**src/rtl/wsys_array.sv**
```systemverilog
`timescale 1ns/1ps
module wsys_array #(
  parameter int N  = 4,
  parameter int DW = 8,
  parameter int SW = 32
) (
  input  logic            clk,
  input  logic            rst_n,
  input  logic            load,
  input  logic            acc_clr,
  input  logic [N*DW-1:0] act_in,
  input  logic [N*DW-1:0] wt_in,
  output logic [N*SW-1:0] psum_out,
  output logic [N-1:0]    psum_vld
);
  localparam int PW = 2 * DW;
  localparam int VD = 2 * N - 1;

  logic [DW-1:0] a_row [N];
  logic [DW-1:0] a_q   [N][N];
  logic [DW-1:0] w_q   [N][N];
  logic [SW-1:0] p_q   [N][N];
  logic [VD-1:0] vp;

  genvar r, c;

  for (r = 0; r < N; r++) begin : g_skew
    if (r == 0) begin : g_direct
      assign a_row[0] = act_in[DW-1:0];
    end else begin : g_chain
      logic [DW-1:0] sk [r];
      always_ff @(posedge clk or negedge rst_n) begin
        if (!rst_n) begin
          for (int k = 0; k < r; k++) sk[k] <= '0;
        end else begin
          sk[0] <= act_in[r*DW +: DW];
          for (int k = 1; k < r; k++) sk[k] <= sk[k-1];
        end
      end
      assign a_row[r] = sk[r-1];
    end
  end

  for (r = 0; r < N; r++) begin : g_row
    for (c = 0; c < N; c++) begin : g_col
      logic [DW-1:0] a_in, w_in;
      logic [SW-1:0] p_in;
      logic [PW-1:0] prod;

      if (c == 0) begin : g_al
        assign a_in = a_row[r];
      end else begin : g_ai
        assign a_in = a_q[r][c-1];
      end
      if (r == 0) begin : g_top
        assign w_in = wt_in[c*DW +: DW];
        assign p_in = '0;
      end else begin : g_inner
        assign w_in = w_q[r-1][c];
        assign p_in = p_q[r-1][c];
      end

      assign prod = a_in * w_q[r][c];

      always_ff @(posedge clk or negedge rst_n) begin
        if (!rst_n) begin
          a_q[r][c] <= '0;
          w_q[r][c] <= '0;
          p_q[r][c] <= '0;
        end else begin
          a_q[r][c] <= a_in;
          if (load) w_q[r][c] <= w_in;
          p_q[r][c] <= acc_clr ? '0 : p_in + SW'(prod);
        end
      end

      p_wt_hold_r3: assert property (@(posedge clk) disable iff (!rst_n)
        !load |=> $stable(w_q[r][c]));

      if (c > 0) begin : g_a_chk
        p_act_step_r5: assert property (@(posedge clk) disable iff (!rst_n)
          1'b1 |=> a_q[r][c] == $past(a_q[r][c-1]));
      end
    end
  end

  always_ff @(posedge clk or negedge rst_n) begin
    if (!rst_n)               vp <= '0;
    else if (load || acc_clr) vp <= '0;
    else                      vp <= {vp[VD-2:0], 1'b1};
  end

  for (c = 0; c < N; c++) begin : g_out
    assign psum_out[c*SW +: SW] = p_q[N-1][c];
    assign psum_vld[c]          = vp[N-1+c];
    if (c > 0) begin : g_v_chk
      p_wave_r7: assert property (@(posedge clk) disable iff (!rst_n)
        (!load && !acc_clr) |=> psum_vld[c] == $past(psum_vld[c-1]));
    end
  end

  p_clr_r8: assert property (@(posedge clk) disable iff (!rst_n)
    acc_clr |=> (psum_out == '0) && (psum_vld == '0));

  p_load_novld_r9: assert property (@(posedge clk) disable iff (!rst_n)
    load |=> psum_vld == '0);

endmodule

```
**config.mk**
```make
export PLATFORM = sky130hd
export DESIGN_NAME = wsys_array
export DESIGN_NICKNAME = d
export VERILOG_FILES = /design/src/rtl/wsys_array.sv
export SDC_FILE = /design/constraint.sdc
export NUM_CORES = 2
export LEC_CHECK = 0
export CORE_UTILIZATION = 40
export CTS_BUF_LIST = sky130_fd_sc_hd__clkbuf_16
export CTS_CLUSTER_DIAMETER = 120
export CTS_CLUSTER_SIZE = 10
export DETAILED_ROUTE_END_ITERATION = 8
export HOLD_SLACK_MARGIN = 0.05
export PLACE_DENSITY = 0.57
export REMOVE_ABC_BUFFERS = 1
export SYNTH_ARGS = -nofsm -noshare
export SYNTH_HDL_FRONTEND = slang
export SYNTH_SLANG_ARGS = --single-unit
```
**constraint.sdc**
```tcl
create_clock -name clk -period 6.2 [get_ports clk]
set_input_delay 1.24 -clock clk [delete_from_list [all_inputs] [get_ports clk]]
set_output_delay 1.24 -clock clk [all_outputs]
set_load 0.01 [all_outputs]
```
==> reports/results.txt <==
The flow ran to the end, and the final reports show no timing, DRC or antenna violations. The synthesized design spends more area on one cell type than any other, namely fa_1. STA classifies the critical path startpoint as a primary input. The footprint of the multi-input gates was 37500 um^2; the highest cell delay on the worst timing path was 0.61 ns. Clock sink count: 559. Total standard cell area after synthesis: 57200 um^2.

The worst hold path belongs to the class reg -> reg. Among all stages on the critical path, the largest delay is contributed by clkdlybuf4s50_1. The maximum clock skew at final layout came out at 0.0333 ns. For the final routed database, the setup TNS stands at 0 ns.

The share of the cycle needed by the critical path after routing is 84.0%. In this run, placement finished with an instance count of 7829. Counting instances, the worst hold path has a depth of 0. The run gives 0 as the total count of max-transition violations in the final report.

The effective utilization at floorplan is 40.4%, and the maximum buffer depth of the clock tree is 3. The final routed wire length divided by cell count is 14.9 um. With fillers left out, the area of the finished cells amounts to 62400 um^2. The detailed router put a total of 56800 um of wire on met1.

The run gives 0 as the antenna cell count. After the first detailed-routing iteration, the DRC count stood at 1454. Fill cells in the final layout number 13800. The clock reaches the later pin of the worst-skew pair after 0.67 ns. Summed over all nets, the half-perimeter wirelength after detailed placement is 92700 um. Buffers added to address setup during post-CTS repair amount to 0. In the detailed route, the total length drawn on met2 is 55200 um. Maximum level of the CTS H-tree: 3.

For the floorplan die area, the log shows 145000 um^2. The highest routed metal layer was met4. The flip-flop and latch area came out at 14000 um^2. Vertical extent of the die: 380 um.

The number of cells on the worst reg-to-reg path is 15. The logs give 3320 um for the met3 routed wirelength and 6.74 ns for the data required time of the critical path. In the layout the commonest cells are inv_1 (1363), fa_1 (748), and2_1 (650).

The run gives 3 as the initial antenna violation count. Setup repair after global routing left no endpoint under its margin. Buffers placed on the I/O ports in this run total 147. STA classifies the critical path endpoint as a flop.

The predominant post-synthesis flop cell was dfrtp_1. For the count of TritonRoute iterations in the first routing pass, the log shows 5. After detailed routing, the number of vias per cell comes to 4.77. Once placement finished, the instance area stood at 60600 um^2. In the final design database the tool counted 7436 nets. The tools report the max-capacitance violation count as 0.

The startpoint-to-endpoint class of the critical path was in -> reg. 200 I/O pins were placed. The wire length of the first global-routing pass was 205000 um; the share of synthesized area occupied by flip-flops and latches was 24.4%. The critical path contains buffers and inverters numbering 5 combined.

The core box area is 142000 um^2, and the share of post-route cells with drive strength above 1 is 4.39%. The worst pin sits at a relative slew slack of 44.9%. Dividing the synthesized area by the synthesized cell count gives 9.70 um^2.

In the routed design, unresolved DRC markers number 0. For the number of distinct standard cells referenced by the synthesized netlist, the log shows 74. The congestion estimate from routability-driven global placement came to 0.814.

The number of cells upsized or downsized after cts was 0. The die width works out to 380 um. Relative to the synthesized area, the layout overhead comes to 9.11%. At the worst endpoint, the arrival time is 5.75 ns. Timing would allow up to 192 MHz. The count of nets left with antenna violations once routing finished came out at 0. Total clock buffers created by CTS: 67.

Gate family responsible for the most delay along the worst path: adder cells. At the pin with the least slew margin, the transition time is 0.826 ns. Excluding fillers, the count of instances in the completed layout stands at 7909. The Yosys warning count is 0, and the total wire length after detailed routing is 117000 um. The number of instances in the synthesized netlist is 5899, and the maximum number of pins on one net before global-route repair is 135. The time the final worst path needs with I/O delays and setup came out at 5.21 ns. The signal on the critical path passes through clkdlybuf4s50_1 > and2_1 > fa_1 > inv_1 > fa_1 > inv_1 > fa_1 > inv_1 > fa_1 > inv_1 > ha_1 > o21a_1 > o21ai_0 > o21bai_1 > a21o_1 > a21oi_1 > mux2_2. For this run, asynchronously set or reset flops after synthesis account for 100%. The final count of hold timing violations was 0. The row count came out at 138. In this run the number of cells on the critical path is 17. The final core utilization came out at 44.0%. In this run the clock root is driven by a clkbuf_16.

For this block, the via count after detailed routing is 37700. The share of Yosys cell area claimed by the top area cell type was 26.2%; the clock transition at the registers of the reported paths was 0.05 ns. The total overflow left after global routing is 0.

Leaving out fill and tap cells, the most frequent cell in the layout is inv_1. Sorting the synthesized cells by area gives the leading types as fa_1 (26%), dfrtp_1 (24%), ha_1 (13%). Of all nets on the critical path, the largest fanout is 9. For the number of global-route vias before repair, the log shows 40800. TritonCTS built the clock tree. The number of setup violations in the final report was 0.

The synthesized design contains 0 enable-type register cells. For this design, the CTS-stage hold fixing added 0 buffers. Counting flops and latches in the post-synthesis netlist gives 559. For this run, the total global-route usage over all layers was measured as 17.2%.
==> metrics by stage <==
stage | setup slack (ns) | hold WS [ns]
2_1_floorplan | 1.15 | 0.331
6_report | 0.993 | 0.343
3_3_place_gp | 0.323 | 0.334
5_1_grt | 0.858 | 0.353
4_1_cts | 1.04 | 0.345
3_5_place_dp | 0.325 | 0.335
==> final timing paths <==
kind | start | to | slack (ns)
min in group asynchronous | rst_n | psum_out[107] | 0.51
min | g_skew[3].g_chain.sk[22] | g_skew[3].g_chain.sk[14] | 0.34
min reg2reg | g_skew[3].g_chain.sk[22] | g_skew[3].g_chain.sk[14] | 0.34
max | act_in[4] | g_row[1].g_col[0].p_in[12] | 0.99
max in group asynchronous | rst_n | g_row[2].g_col[0].a_in[6] | 4.48
max reg2reg | g_row[3].g_col[2].w_in[1] | g_row[3].g_col[2].p_in[17] | 1.41
==> metal layers <==
metal / global-route usage [%] / up-vias
li1: - / 18100
met1: 23.5 / 19000
met2: 29.0 / 445
met3: 2.00 / 112
met4: 4.23 / 0
met5: 0 / -
==> cell families (layout without fill, tap and decap cells) <==
group | after synthesis | after routing | synth area share (%)
AO/OA/AOI/OAI | 511 | 511 | 5.96
XOR/XNOR | 134 | 134 | 2.05
adder cells (fa/ha/maj) | 1360 | 1360 | 39.5
buffers and inverters | 1536 | 1605 | 10.4
flip-flops | 559 | 559 | 24.4
multiplexers | 139 | 139 | 2.74
other | 1 | 52 | 0.00655
AND/OR/NAND/NOR | 1659 | 1659 | 14.8
==> final cells by class <==
type                    instances  share of cell area (%)
clock buffers                  69                    2.77
clock inverters                11                   0.186
inverters                    1362                    8.19
multi-input cells            3855                    60.0
flip-flops and latches        559                    22.4
well taps                    1890                    3.79
repair buffers                163                    2.69
==> sequential cells by signal, indices dropped and copies added (netlist names) <==
name and cells:
w_q 32, g_row.g_col.p_in 204, g_row.g_col.a_in 120, psum_out 76
g_skew.g_chain.sk 24, vp 7, g_row.g_col.w_in 96
==> Yosys cell counts (11+ instances only) <==
library cell  instances
a211oi_1             61
a21o_1               57
a21oi_1             127
a31oi_1              11
and2_1              650
and3_1               16
buf_4                56
clkbuf_1            116
dfrtp_1             559
fa_1                748
ha_1                612
inv_1              1362
mux2_2              137
nand2_1             463
nand3_1              32
nand4_1              18
nor2_1              269
nor2b_1             103
nor3_1               62
o211ai_1             12
o21a_1               36
o21ai_0             107
o21bai_1             19
xnor2_1              78
xor2_1               56
Power is not shown: default switching activity piles up to over one toggle a cycle in this logic, so the estimate is an artifact.
